===== config.mk =====
export PLATFORM = sky130hd
export DESIGN_NAME = ssd_rx_decoder
export DESIGN_NICKNAME = d
export VERILOG_FILES = /design/src/rtl/ssd_rx_pkg.sv /design/src/rtl/ssd_bit_window.sv /design/src/rtl/ssd_carrier_det.sv /design/src/rtl/ssd_frame_ctl.sv /design/src/rtl/ssd_rx_decoder.sv
export SDC_FILE = /design/constraint.sdc
export NUM_CORES = 1
export LEC_CHECK = 0
export ABC_AREA = 1
export BUFFER_PORTS_ARGS = -buffer_cell sky130_fd_sc_hd__buf_2
export CAP_MARGIN = 10
export CORE_UTILIZATION = 35
export CTS_BUF_LIST = sky130_fd_sc_hd__clkbuf_4 sky130_fd_sc_hd__clkbuf_8
export DETAILED_ROUTE_END_ITERATION = 8
export PLACE_DENSITY = 0.54
export SYNTH_ARGS = -nofsm -noshare
export SYNTH_HDL_FRONTEND = slang
export SYNTH_SLANG_ARGS = --single-unit

===== constraint.sdc =====
create_clock -name clk -period 4 [get_ports clk]
set_input_delay 0.6 -clock clk [delete_from_list [all_inputs] [get_ports clk]]
set_output_delay 0.6 -clock clk [all_outputs]
set_load 0.01 [all_outputs]

===== src/rtl/ssd_rx_pkg.sv =====
package ssd_rx_pkg;
  localparam int GRP_W = 5;
  localparam int NIB_W = 4;
  localparam int WIN_W = 2 * GRP_W;

  localparam logic [GRP_W-1:0] SYM_J = 5'b11000;
  localparam logic [GRP_W-1:0] SYM_K = 5'b10001;
  localparam logic [GRP_W-1:0] SYM_T = 5'b01101;
  localparam logic [GRP_W-1:0] SYM_R = 5'b00111;
  localparam logic [GRP_W-1:0] SYM_I = 5'b11111;
  localparam logic [NIB_W-1:0] PRE_NIB = 4'b0101;

  typedef struct packed {
    logic             ok;
    logic [NIB_W-1:0] nib;
  } dec_t;

  typedef enum logic {ST_HUNT, ST_FRAME} rx_state_e;

  // Map a code group (first bit in the MSB) to its data nibble.
  function automatic dec_t decode_group(input logic [GRP_W-1:0] g);
    dec_t d;
    d.ok = 1'b1;
    case (g)
      5'b11110: d.nib = 4'h0;
      5'b01001: d.nib = 4'h1;
      5'b10100: d.nib = 4'h2;
      5'b10101: d.nib = 4'h3;
      5'b01010: d.nib = 4'h4;
      5'b01011: d.nib = 4'h5;
      5'b01110: d.nib = 4'h6;
      5'b01111: d.nib = 4'h7;
      5'b10010: d.nib = 4'h8;
      5'b10011: d.nib = 4'h9;
      5'b10110: d.nib = 4'hA;
      5'b10111: d.nib = 4'hB;
      5'b11010: d.nib = 4'hC;
      5'b11011: d.nib = 4'hD;
      5'b11100: d.nib = 4'hE;
      5'b11101: d.nib = 4'hF;
      default: begin
        d.ok  = 1'b0;
        d.nib = '0;
      end
    endcase
    return d;
  endfunction

  // True when the window holds two zeros with at least one bit between them.
  function automatic logic split_zeros(input logic [WIN_W-1:0] w);
    logic r;
    r = 1'b0;
    for (int i = 0; i < WIN_W; i++) begin
      for (int j = i + 2; j < WIN_W; j++) begin
        if (!w[i] && !w[j]) r = 1'b1;
      end
    end
    return r;
  endfunction
endpackage


===== src/rtl/ssd_bit_window.sv =====
module ssd_bit_window #(
  parameter int W = 10
) (
  input  logic         clk,
  input  logic         rst_n,
  input  logic         bit_en,
  input  logic         code_bit,
  output logic [W-1:0] win,
  output logic         new_bit
);
  // Oldest bit in the MSB; reset to all ones so reset looks like an idle line.
  always_ff @(posedge clk) begin
    if (!rst_n) begin
      win     <= '1;
      new_bit <= 1'b0;
    end else begin
      new_bit <= bit_en;
      if (bit_en) win <= {win[W-2:0], code_bit};
    end
  end
endmodule


===== src/rtl/ssd_carrier_det.sv =====
module ssd_carrier_det import ssd_rx_pkg::*; #(
  parameter int ARM_ONES = 10
) (
  input  logic             clk,
  input  logic             rst_n,
  input  logic [WIN_W-1:0] win,
  input  logic             new_bit,
  input  logic             in_frame,
  output logic             false_carrier
);
  localparam int ARM_W = $clog2(ARM_ONES + 1);

  logic [ARM_W-1:0] ones_run;
  logic             armed;
  logic             run_full;

  assign run_full = (ones_run == ARM_W'(ARM_ONES));

  always_ff @(posedge clk) begin
    if (!rst_n) begin
      ones_run      <= '0;
      armed         <= 1'b1;
      false_carrier <= 1'b0;
    end else begin
      if (new_bit) begin
        if (!win[0])       ones_run <= '0;
        else if (!run_full) ones_run <= ones_run + 1'b1;
      end
      if (in_frame)      armed <= 1'b0;
      else if (run_full) armed <= 1'b1;
      false_carrier <= armed && !in_frame && split_zeros(win);
    end
  end
endmodule


===== src/rtl/ssd_frame_ctl.sv =====
module ssd_frame_ctl import ssd_rx_pkg::*; #(
  parameter int IDLE_END = 2
) (
  input  logic             clk,
  input  logic             rst_n,
  input  logic [WIN_W-1:0] win,
  input  logic             new_bit,
  output logic [NIB_W-1:0] rxd,
  output logic             nib_stb,
  output logic             rx_er,
  output logic             in_frame,
  output logic             ssd_hit,
  output logic             grp_done,
  output logic             end_hit
);
  localparam int CNT_W = $clog2(GRP_W);
  localparam int RUN_W = $clog2(IDLE_END + 1);

  rx_state_e        st;
  logic [CNT_W-1:0] cnt;
  logic             pre_pend;
  logic             t_pend;
  logic [RUN_W-1:0] idle_run;
  logic             err_carry;

  logic [GRP_W-1:0] grp;
  dec_t             dec;
  logic             is_t, is_r, is_i, broken;

  assign grp      = win[GRP_W-1:0];
  assign dec      = decode_group(grp);
  assign is_t     = (grp == SYM_T);
  assign is_r     = (grp == SYM_R);
  assign is_i     = (grp == SYM_I);
  assign broken   = t_pend || ((idle_run != '0) && !is_i);
  assign in_frame = (st == ST_FRAME);
  assign ssd_hit  = (st == ST_HUNT) && new_bit && (win == {SYM_J, SYM_K});
  assign grp_done = (st == ST_FRAME) && new_bit && (cnt == CNT_W'(GRP_W - 1));
  assign end_hit  = grp_done &&
                    ((t_pend && is_r) || (is_i && idle_run == RUN_W'(IDLE_END - 1)));

  always_ff @(posedge clk) begin
    if (!rst_n) begin
      st        <= ST_HUNT;
      cnt       <= '0;
      pre_pend  <= 1'b0;
      t_pend    <= 1'b0;
      idle_run  <= '0;
      err_carry <= 1'b0;
      rxd       <= '0;
      nib_stb   <= 1'b0;
      rx_er     <= 1'b0;
    end else begin
      nib_stb <= 1'b0;
      rx_er   <= 1'b0;
      if (st == ST_FRAME && new_bit)
        cnt <= (cnt == CNT_W'(GRP_W - 1)) ? '0 : cnt + 1'b1;
      if (ssd_hit) begin
        st        <= ST_FRAME;
        cnt       <= '0;
        pre_pend  <= 1'b1;
        t_pend    <= 1'b0;
        idle_run  <= '0;
        err_carry <= 1'b0;
        nib_stb   <= 1'b1;
        rxd       <= PRE_NIB;
      end else if (st == ST_FRAME) begin
        if (pre_pend) begin
          pre_pend <= 1'b0;
          nib_stb  <= 1'b1;
          rxd      <= PRE_NIB;
        end
        if (end_hit) begin
          st        <= ST_HUNT;
          t_pend    <= 1'b0;
          idle_run  <= '0;
          err_carry <= 1'b0;
        end else if (grp_done) begin
          if (is_t) begin
            t_pend    <= 1'b1;
            idle_run  <= '0;
            err_carry <= err_carry | broken;
          end else if (is_i) begin
            idle_run  <= idle_run + 1'b1;
            t_pend    <= 1'b0;
            err_carry <= err_carry | t_pend;
          end else begin
            nib_stb   <= 1'b1;
            rxd       <= dec.ok ? dec.nib : '0;
            rx_er     <= !dec.ok | err_carry | broken;
            err_carry <= 1'b0;
            t_pend    <= 1'b0;
            idle_run  <= '0;
          end
        end
      end
    end
  end
endmodule


===== src/rtl/ssd_rx_decoder.sv =====
module ssd_rx_decoder import ssd_rx_pkg::*; #(
  parameter int IDLE_END = 2,
  parameter int ARM_ONES = 10
) (
  input  logic             clk,
  input  logic             rst_n,
  input  logic             bit_en,
  input  logic             code_bit,
  output logic [NIB_W-1:0] rxd,
  output logic             nib_stb,
  output logic             rx_dv,
  output logic             crs,
  output logic             rx_er
);
  logic [WIN_W-1:0] win;
  logic             new_bit;
  logic             in_frame;
  logic             false_carrier;
  logic             ssd_hit;
  logic             grp_done;
  logic             end_hit;
  logic             line_quiet;

  assign line_quiet = &win;

  ssd_bit_window #(.W(WIN_W)) win_i (
    .clk(clk), .rst_n(rst_n), .bit_en(bit_en), .code_bit(code_bit),
    .win(win), .new_bit(new_bit)
  );

  ssd_carrier_det #(.ARM_ONES(ARM_ONES)) cd_i (
    .clk(clk), .rst_n(rst_n), .win(win), .new_bit(new_bit),
    .in_frame(in_frame), .false_carrier(false_carrier)
  );

  ssd_frame_ctl #(.IDLE_END(IDLE_END)) fc_i (
    .clk(clk), .rst_n(rst_n), .win(win), .new_bit(new_bit),
    .rxd(rxd), .nib_stb(nib_stb), .rx_er(rx_er), .in_frame(in_frame),
    .ssd_hit(ssd_hit), .grp_done(grp_done), .end_hit(end_hit)
  );

  assign rx_dv = in_frame;
  assign crs   = in_frame | false_carrier;
endmodule


[Yosys cells after proc, flatten, opt, wreduce, memory -nomap -nowiden]
Index checks and enable logic that the tools add are counted.
Storage, ports and cells
  flip-flop bits (word level): 32
  input bits: 4
  output and inout bits: 8
  logic and storage cells: 195
Operators by class
  add/sub/neg operators: 3
  equal/unequal tests: 24
  mux-type cells: 75
  bitwise gates (word level): 8
  reductions and logical operators: 70
Operator list (number)
  $eq A5 B5 Y1 const B: 12
  $pmux W4 S15: 1
  $mux W1: 59
  $logic_and A1 B1 Y1: 46
  $mux W4: 8
  $eq A5 B4 Y1 const B: 6
  $reduce_or A16 Y1: 1
  $logic_not A1 Y1: 13
  $eq A10 B10 Y1 const B: 1
  $mux W3: 3
  $mux W2: 4
  $reduce_bool A2 Y1: 4
  $reduce_or A7 Y1: 1
  $eq A5 B3 Y1 const B: 1
  $or A1 B1 Y1: 5
  $add A4 B1 Y4 const B: 1
  $eq A4 B4 Y1 const B: 1
  $reduce_and A2 Y1: 2
  $add A3 B1 Y3 const B: 1
  $eq A3 B3 Y1 const B: 1
  $not A1 Y1: 3
  $add A2 B1 Y2 const B: 1
  $eq A2 B1 Y1 const B: 1
  $logic_or A1 B1 Y1: 2
  2 further kinds: 2

[Longest topological paths before layout]
Gate-level depths: netlist (run 1).
  depth in word-level cells: 40
  mapped depth: 11
  depth with buffers taken out: 11

[By module]
A second synthesis (run 1) with hierarchy kept.
Second synthesis, totals
  cells, all modules: 275
  area, all modules: 1869.3 sq um
Modules (own cells, without submodules)
  ssd_frame_ctl: times used 1, cells an instance 161, area an instance 1083.5 sq um, sequential area each 300.3 sq um
  ssd_carrier_det: times used 1, cells an instance 65, area an instance 399.1 sq um, sequential area each 120.1 sq um
  ssd_bit_window: times used 1, cells an instance 46, area an instance 375.4 sq um, sequential area each 220.2 sq um
  ssd_rx_decoder: times used 1, cells an instance 3, area an instance 11.3 sq um, sequential area each 0.0 sq um

[Worst setup path before layout (run 1)]
Ideal clock, no wire load.
  kind: register to output
  start point: reg fc_i.st (netlist: fc_i.in_frame)
  end point: out crs
  arrival: 0.785 ns
  required time: 3.400 ns
  path slack: 2.615 ns
  stages on the path, launching flop included: 3
  path buffers: 1
  cell sequence: dfxtp_1 > buf_6 > or2_2
On the way
  word-level cells in the longest chain between the ends: 1
Ends and longest elaborated chain
  start: declaration: RTL line ssd_frame_ctl.sv:19  | rx_state_e st;
  start signal: assignment: RTL line ssd_frame_ctl.sv:44  | st <= ST_HUNT;
  start signal: assignment: RTL line ssd_frame_ctl.sv:59  | st <= ST_FRAME;
  start signal: assignment: RTL line ssd_frame_ctl.sv:74  | st <= ST_HUNT;
  $or A1 B1 Y1: RTL line ssd_rx_decoder.sv:43  | assign crs = in_frame | false_carrier;
  end: declaration: RTL line ssd_rx_decoder.sv:12  | output logic crs,
Every way passes these cells.

[Worst setup path after layout (run 1)]
Ends and elaborated chain as after synthesis.

==> results of run 1 <==
==> kinds of logic after synthesis <==
family	Yosys count	share of synthesized area [%]
and+or+nand+nor	86	26.5
DFF	32	37.6
adders and majority gates	6	4.41
buffers and inverters	47	12.1
xor gates and xnor gates	2	1.03
AOI/OAI and AO/OA	55	18.4
==> final cells by class <==
class | instances | area [µm²]
flip-flops and latches | 32 | 641
multi-input cells | 149 | 856
inverters | 40 | 153
well taps | 54 | 67.6
clock buffers | 7 | 96.3
repair buffers | 11 | 55.1
fillers | 488 | 2820
==> critical path, cell delays in order, from the launching register on <==
cell	delay, ps
dfxtp_1	440
or2_2	350
buf_2	140
==> power groups by stage <==
| stage | clock network [mW] | logic, mW | registers [mW] |
|---|---|---|---|
| CTS | 0.275 | 0.0743 | 0.342 |
| finish | 0.264 | 0.0743 | 0.342 |
| detailed placement | 0 | 0.0741 | 0.349 |
| global placement | 0 | 0.0746 | 0.349 |
| global route | 0.291 | 0.0838 | 0.343 |
| floorplan | 0 | 0.0637 | 0.342 |
==> routing by layer <==
layer | GRT usage [%] | wire (µm) | vias to the layer above
met5 | 0 | 0 | -
met4 | 5.88 | 44 | 0
met3 | 4.22 | 139 | 5
met2 | 23.7 | 1500 | 23
met1 | 20.8 | 1820 | 655
li1 | - | - | 763
==> cells in the final DEF, fill, tap and decap left out, drive strengths merged <==
| cell type | n |
|---|---|
| nand2 | 36 |
| clkbuf | 7 |
| nand3 | 15 |
| o22ai | 2 |
| dfxtp | 32 |
| o31ai | 1 |
| xor2 | 2 |
| nor4 | 1 |
| o21a | 1 |
| buf | 11 |
| o211ai | 1 |
| nor3 | 7 |
| inv | 40 |
| or2 | 1 |
| o21ai | 20 |
| nor2 | 21 |
| a311oi | 1 |
| a21oi | 27 |
| ha | 6 |
| nand4 | 5 |
| a211oi | 2 |
==> state kept, by name, indices dropped and copies added, names as in the netlist, 2 cells and up <==
register,count
win_i.win,10
cd_i.ones_run,4
fc_i.rxd,4
fc_i.cnt,3
fc_i.idle_run,2
==> stage by stage <==
stage	utilization, %	instance area [µm²]	hold WS (ps)
2_1_floorplan	-	1700	443
3_3_place_gp	37.8	1770	452
3_5_place_dp	37.8	1770	460
4_1_cts	39.8	1870	467
5_1_grt	39.8	1870	493
6_report	39.8	1870	465
==> final timing paths <==
kind | from | to | slack [ps] | cells after the start
max | fc_i.in_frame | crs | 2180 | 2
min | cd_i.armed | cd_i.false_carrier | 470 | 2
max reg2reg | fc_i.in_frame | fc_i.rxd[1] | 2350 | 9
min reg2reg | cd_i.armed | cd_i.false_carrier | 470 | 2
==> flow_metrics.env, run 1 <==
export IMPL_status="finished, final reports clean"
export IMPL_syn_area_um2=1700
export IMPL_setup_violations=0
export IMPL_pwr_share_comb_pct=10.9
export IMPL_power_frac_seq_pct=50.2
export IMPL_netlist_instances=228
export IMPL_p_sw_share_pct=25.5
export IMPL_cp_arrival_ps=1220
export IMPL_power_switching_mw=0.174
export IMPL_drt_iter0_drc=63
export IMPL_cts_clk_slew_worst_paths_ps=60
export IMPL_drc=0
export IMPL_synth_seq_cells=32
export IMPL_yosysTopAreaCell="dfxtp_1"
export IMPL_cp_end_kind="output pin"
export IMPL_fp_coreArea_um2=4690
export IMPL_via_per_inst=4.94
export IMPL_gp_congestion=0.838
export IMPL_cap_violations=0
export IMPL_ys_async_sr_fraction_pct=0
export IMPL_dp_cells=286
export IMPL_ys_top_cells_by_area="dfxtp_1, a21oi_1, inv_1"
export IMPL_synth_most_common_cell="dfxtp_1"
export IMPL_netlist_area_leader_share_pct=37.6
export IMPL_grt_max_degree=20
export IMPL_cts_resized_gates=0
export IMPL_hpwl_um=2660
export IMPL_p_per_area_nw_per_um2=364
export IMPL_finClkSkew_ps=4.76
export IMPL_critPathLaunchType="flip-flop"
export IMPL_cts_sinks=32
export IMPL_worstPathMaxFanout=10
export IMPL_grt_ovfl_total=0
export IMPL_totalNegativeSetupSlack_ps=0
export IMPL_cts_buffers=5
export IMPL_cts_htree_levels=2
export IMPL_grt_pass1_wl_um=6050
export IMPL_critPathRequiredTime_ps=3400
export IMPL_p_leak_nw=0.841
export IMPL_tightest_slew_ps=520
export IMPL_ys_top_cells_by_count="dfxtp_1, inv_1, nand2_1"
export IMPL_port_buffers=11
export IMPL_finish_net_count=249
export IMPL_diodes=0
export IMPL_synthFlopType="dfxtp_1"
export IMPL_die_area_um2=5140
export IMPL_ys_warn_count=0
export IMPL_pin_count=12
export IMPL_num_rows=25
export IMPL_cts_tree="built"
export IMPL_rsz0062_at_grt="no"
export IMPL_synth_edf_count=0
export IMPL_max_freq_ghz=0.551
export IMPL_internal_power_mw=0.507
export IMPL_syn_num_nets=238
export IMPL_ys_types=33
export IMPL_hold_viol=0
export IMPL_clkPwrFrac_pct=38.8
export IMPL_drt_total_wl_um=3510
export IMPL_critPathKind="reg2out"
export IMPL_setup_slack_ps=2180
export IMPL_fin_crit_sh_pct=45.4
export IMPL_hold_class="reg2reg"
export IMPL_cts_buffer_depth=2
export IMPL_slew_limit_headroom_pct=65.3
export IMPL_fp_dieW_um=71.7
export IMPL_dr_pass1_iters=4
export IMPL_irDropWorstVdd_v=0.000177
export IMPL_yosysSeqAreaShare_pct=37.6
export IMPL_avgSynthCellArea_um2=7.46
export IMPL_area_delta_synth_final_pct=9.78
export IMPL_wl_per_cell_um=12.0
export IMPL_place_ws_ps=2340
export IMPL_grt_usage_pct=15.5
export IMPL_antenna_found_initial=0
export IMPL_postCtsHoldBufs=0
export IMPL_timing_final_crit_period_ps=1820
export IMPL_post_cts_buffers=0
export IMPL_grt_pass1_vias=1338
export IMPL_layout_cells_non_filler=293
export IMPL_start_util_pct=36.3
export IMPL_drive_above_1_share_pct=19.7
export IMPL_report_final_slew_viol_count=0
export IMPL_ant_nets=0
export IMPL_dieHeight_um=71.7
export IMPL_clk_latency_ps=280
export IMPL_totalPowerFinal_mw=0.680
export IMPL_cts_root_buffer="clkbuf_8"
export IMPL_vias=1446
(Power assumes the default switching activity.)
==> run 2, diff against run 1 <==
clock period = 1.71 ns   (was 4 ns; I/O delays follow)
==> flow_metrics.env, run 2 (synthesized netlist as in run 1, its figures left out) <==
export IMPL_grt_busiest_layer="met2"
export IMPL_port_buffers=11
export IMPL_cts_htree_levels=2
export IMPL_fp_dieW_um=71.7
export IMPL_fin_crit_sh_pct=89.9
export IMPL_met2_usage_pct=21.7
export IMPL_finish_net_count=251
export IMPL_post_cts_buffers=0
export IMPL_irDropWorstVdd_v=0.000496
export IMPL_met3_usage_pct=5.63
export IMPL_largest_reg_flops=10
export IMPL_drive_above_1_share_pct=21.1
export IMPL_final_cell_mix="inv_1, dfxtp_1, nand2_1"
export IMPL_setup_violations=0
export IMPL_worstPathMaxFanout=7
export IMPL_totalPowerFinal_mw=1.60
export IMPL_ant_nets=0
export IMPL_setup_slack_ps=172
export IMPL_worstPathCellList="inv_2 -> nand2_1 -> nor3_1 -> nand3_2 -> nand2_4 -> inv_2 -> nand2_1 -> o22ai_1"
export IMPL_diodes=0
export IMPL_met1_usage_pct=20.5
export IMPL_r2r_end="fc_i.idle_run[1]"
export IMPL_cts_buffer_depth=2
export IMPL_largest_register="win_i.win"
export IMPL_grt_pass1_wl_um=6000
export IMPL_critPathKind="reg2reg"
export IMPL_hold_class="in2reg"
export IMPL_critPathRequiredTime_ps=1880
export IMPL_hold_slack_ps=188
export IMPL_cp_end_kind="flip-flop"
export IMPL_num_rows=25
export IMPL_critPathLaunch="win_i.win[3]"
export IMPL_grt_usage_pct=15.5
export IMPL_dieHeight_um=71.7
export IMPL_grt_max_degree=20
export IMPL_final_core_util_pct=40.2
export IMPL_cts_buffers=5
export IMPL_start_util_pct=36.3
export IMPL_gp_congestion=0.853
export IMPL_antenna_found_initial=0
export IMPL_largest_registers="win_i.win x10, cd_i.ones_run x4, fc_i.rxd x4"
export IMPL_cap_violations=0
export IMPL_cp_arrival_ps=1710
export IMPL_status="finished, final reports clean"
export IMPL_dr_pass1_iters=4
export IMPL_max_stage_delay_ps=380
export IMPL_rsz0062_at_grt="no"
export IMPL_slew_limit_headroom_pct=64.7
export IMPL_die_area_um2=5140
export IMPL_hold_viol=0
export IMPL_p_per_area_nw_per_um2=850
export IMPL_regToRegStartpoint="win_i.win[3]"
export IMPL_finClkSkew_ps=3.57
export IMPL_vias=1463
export IMPL_rr_worst_depth=8
export IMPL_p_leak_nw=0.852
export IMPL_r2r_setup_slack_ps=170
export IMPL_cts_clk_slew_worst_paths_ps=60
export IMPL_grt_ovfl_total=0
export IMPL_drt_iter0_drc=78
export IMPL_area_delta_synth_final_pct=10.8
export IMPL_wl_per_cell_um=12.0
export IMPL_place_area_um2=1790
export IMPL_crit_slowest_cell="dfxtp_1"
export IMPL_endpoint="fc_i.idle_run[1]"
export IMPL_place_ws_ps=85.8
export IMPL_design_area_um2=1890
export IMPL_cts_root_buffer="clkbuf_8"
export IMPL_dp_cells=288
export IMPL_hpwl_um=2630
export IMPL_max_freq_ghz=0.650
export IMPL_fp_coreArea_um2=4690
export IMPL_cts_sinks=32
export IMPL_critPathLaunchType="flip-flop"
export IMPL_totalNegativeSetupSlack_ps=0
export IMPL_timing_final_crit_period_ps=1540
export IMPL_cts_tree="built"
export IMPL_via_per_inst=4.94
export IMPL_pin_count=12
export IMPL_layout_cells_non_filler=296
export IMPL_tightest_slew_ps=529
export IMPL_clk_latency_ps=280
export IMPL_grt_pass1_vias=1308
export IMPL_report_final_slew_viol_count=0
export IMPL_drc=0
export IMPL_drt_total_wl_um=3550
==> run 2: changes by cell type in the layout (fill, tap and decap cells not counted) <==
| cell | previous run | this run |
|---|---|---|
| clkbuf_4 | 0 | 2 |
| dfxtp_2 | 0 | 1 |
| clkbuf_8 | 7 | 6 |
| dfxtp_1 | 32 | 31 |
| buf_4 | 0 | 2 |
==> run 2: where the power goes <==
part | switching, mW | internal, mW | total (mW)
combinational | 0.114 | 0.0593 | 0.174
sequential | 0.0302 | 0.770 | 0.800
clock | 0.269 | 0.360 | 0.629
==> run 2: cell type report <==
class	instances	area [µm²]
multi-input cells	149	856
flip-flops and latches	32	642
well taps	54	67.6
inverters	40	153
clock buffers	8	97.6
fillers	499	2810
repair buffers	13	70.1
==> run 2: worst min path at each step <==
stage                      from            to  slack (ps)  cells past startpoint
CTS                    code_bit  win_i.win[0]         180                      3
global placement    fc_i.rxd[3]   fc_i.rxd[3]         450                      2
floorplan                 rst_n  win_i.win[9]         340                      1
detailed placement  fc_i.rxd[3]   fc_i.rxd[3]         450                      2
finish                 code_bit  win_i.win[0]         190                      3
global route           code_bit  win_i.win[0]         190                      3
==> run 2: worst max-delay path: cells and delay by family (launching register included) <==
| kind | cells | cell delay (ps) |
|---|---|---|
| buf+inv | 2 | 170 |
| flops | 1 | 380 |
| compound gates | 1 | 80 |
| simple gates | 5 | 800 |
==> run 2: layer usage <==
layer | wire length, µm | part of all wire [%]
met4 | 82 | 2.3
met2 | 1500 | 42
met5 | 0 | 0
met3 | 103 | 2.9
met1 | 1870 | 53
==> run 2: timing repair <==
item                                    4_1_cts  5_1_grt
hold buffers                                  0        0
gates resized for setup                       0        1
endpoints found under the setup margin        0        4
==> run 3, diff against run 2 <==
CORE_UTILIZATION = 45   (was 35)
PLACE_DENSITY = 0.65   (was 0.54)
SETUP_SLACK_MARGIN = 0.5   (was not set)
==> flow_metrics.env, run 3 (synthesized netlist as in run 1, its figures left out) <==
export IMPL_status="finished, final reports clean"
export IMPL_grt_pass1_vias=1465
export IMPL_drt_total_wl_um=4160
export IMPL_grt_usage_pct=21.0
export IMPL_cts_tree="built"
export IMPL_setup_violations=0
export IMPL_antenna_found_initial=0
export IMPL_largest_reg_flops=10
export IMPL_ant_nets=0
export IMPL_cap_violations=0
export IMPL_layout_cells_non_filler=310
export IMPL_clk_latency_ps=290
export IMPL_timing_final_crit_period_ps=1410
export IMPL_hold_viol=0
export IMPL_dieHeight_um=63.5
export IMPL_worstPathMaxFanout=5
export IMPL_clkPwrFrac_pct=41.1
export IMPL_layout_commonest_cell="inv_1"
export IMPL_fp_dieW_um=63.5
export IMPL_holdPathStages=3
export IMPL_regToRegStartpoint="win_i.win[2]"
export IMPL_cp_end_kind="flip-flop"
export IMPL_fin_crit_sh_pct=82.4
export IMPL_tightest_slew_ps=523
export IMPL_hpwl_um=2540
export IMPL_rr_worst_depth=9
export IMPL_wl_per_cell_um=13.4
export IMPL_fp_coreArea_um2=3470
export IMPL_rsz0062_at_grt="yes"
export IMPL_power_frac_seq_pct=44.8
export IMPL_min_to="win_i.win[0]"
export IMPL_multiInputGateArea_um2=1060
export IMPL_fillCellCount=268
export IMPL_cts_root_buffer="clkbuf_8"
export IMPL_gp_congestion=0.805
export IMPL_final_core_util_pct=67.4
export IMPL_max_freq_ghz=0.709
export IMPL_cts_sinks=32
export IMPL_slew_limit_headroom_pct=65.1
export IMPL_pwr_share_comb_pct=14.1
export IMPL_drive_above_1_share_pct=44.7
export IMPL_dr_pass1_iters=4
export IMPL_seq_area_um2=674
export IMPL_r2r_setup_slack_ps=300
export IMPL_largest_register="win_i.win"
export IMPL_hold_class="in2reg"
export IMPL_critPathRequiredTime_ps=1890
export IMPL_start_util_pct=49.1
export IMPL_cp_arrival_ps=1590
export IMPL_totalNegativeSetupSlack_ps=0
export IMPL_critPathLaunchType="flip-flop"
export IMPL_finish_net_count=273
export IMPL_min_from="code_bit"
export IMPL_cts_htree_levels=2
export IMPL_area_delta_synth_final_pct=37.4
export IMPL_drt_iter0_drc=98
export IMPL_diodes=0
export IMPL_irDropWorstVdd_v=0.000613
export IMPL_grt_pass1_wl_um=6510
export IMPL_report_final_slew_viol_count=0
export IMPL_die_area_um2=4030
export IMPL_grt_ovfl_total=0
export IMPL_power_switching_mw=0.477
export IMPL_pin_count=12
export IMPL_internal_power_mw=1.32
export IMPL_dp_cells=279
export IMPL_p_sw_share_pct=26.6
export IMPL_cts_buffers=5
export IMPL_critPathKind="reg2reg"
export IMPL_cts_clk_slew_worst_paths_ps=70
export IMPL_num_rows=21
export IMPL_largest_registers="win_i.win x10, cd_i.ones_run x4, fc_i.rxd x4"
export IMPL_p_per_area_nw_per_um2=767
export IMPL_drc=0
export IMPL_vias=1629
export IMPL_cts_buffer_depth=2
export IMPL_r2r_end="fc_i.idle_run[1]"
export IMPL_p_leak_nw=1.03
export IMPL_port_buffers=11
export IMPL_via_per_inst=5.25
export IMPL_postCtsHoldBufs=0
export IMPL_grt_max_degree=20
export IMPL_final_cell_mix="inv_1, nand2_1, dfxtp_1"
export IMPL_finClkSkew_ps=6.38
[run 3: changes by cell type in the layout (fill, tap and decap cells not counted), moves of 7 or more]
cell	previous run	this run
buf_4	2	17
dfxtp_1	31	21
nand2_4	2	11
buf_6	0	8
dfxtp_4	0	8
inv_1	31	24
nand2_1	29	22
[run 3: how the worst max path moves through the flow]
stage,from,end,slack (ps)
final,win_i.win[2],fc_i.idle_run[1],300
after global placement,win_i.win[4],fc_i.idle_run[1],200
after global routing,win_i.win[2],fc_i.rxd[0],240
after detailed placement,win_i.win[4],fc_i.idle_run[1],180
after floorplan,fc_i.cnt[1],fc_i.rxd[1],410
after CTS,fc_i.idle_run[1],fc_i.rxd[1],350
[run 3: area by class of cell]
cell class / count / share of cell area (%)
repair buffers: 35 / 11.4
multi-input cells: 149 / 45.3
inverters: 40 / 7.17
flip-flops and latches: 32 / 28.8
clock inverters: 2 / 1.50
clock buffers: 6 / 3.26
well taps: 46 / 2.46
[run 3: repair_timing]
item,CTS,global route
pin swaps,14,10
resized for setup,22,37
setup buffers,13,10
hold endpoints to repair,0,0
endpoints found under the setup margin,20,20
[run 3: metrics by stage]
stage | instance area [µm²] | total power [mW] | hold WS, ps | worst slack, ps
global route | 2340 | 1.86 | 211 | 242
finish | 2340 | 1.79 | 178 | 300
detailed placement | 1850 | 0.997 | 454 | 178
CTS | 2140 | 1.75 | 179 | 346
global placement | 1850 | 0.998 | 457 | 202
floorplan | 1790 | 0.961 | 341 | 409
[run 3: power groups by stage]
stage               combinational [mW]  sequential [mW]  clock (mW)
finish                           0.254            0.803       0.738
global route                     0.278            0.806       0.779
CTS                              0.204            0.798       0.748
detailed placement               0.180            0.817           0
global placement                 0.181            0.817           0
floorplan                        0.156            0.805           0
[run 3: worst max-delay path: stages (launching register included)]
cell,delay (ps)
dfxtp_4,430
nand2_4,90
nor2_4,150
nand3_2,110
nand3_4,120
buf_6,110
inv_4,30
buf_4,120
nand3_2,50
o22ai_1,80
[run 3: metal layers]
| layer | global-route usage, % | routed length, µm | up-vias |
|---|---|---|---|
| met4 | 7.67 | 59 | 0 |
| met1 | 26.4 | 1830 | 752 |
| met5 | 0 | 0 | - |
| met2 | 34.0 | 2040 | 54 |
| li1 | - | - | 816 |
| met3 | 5.43 | 224 | 7 |
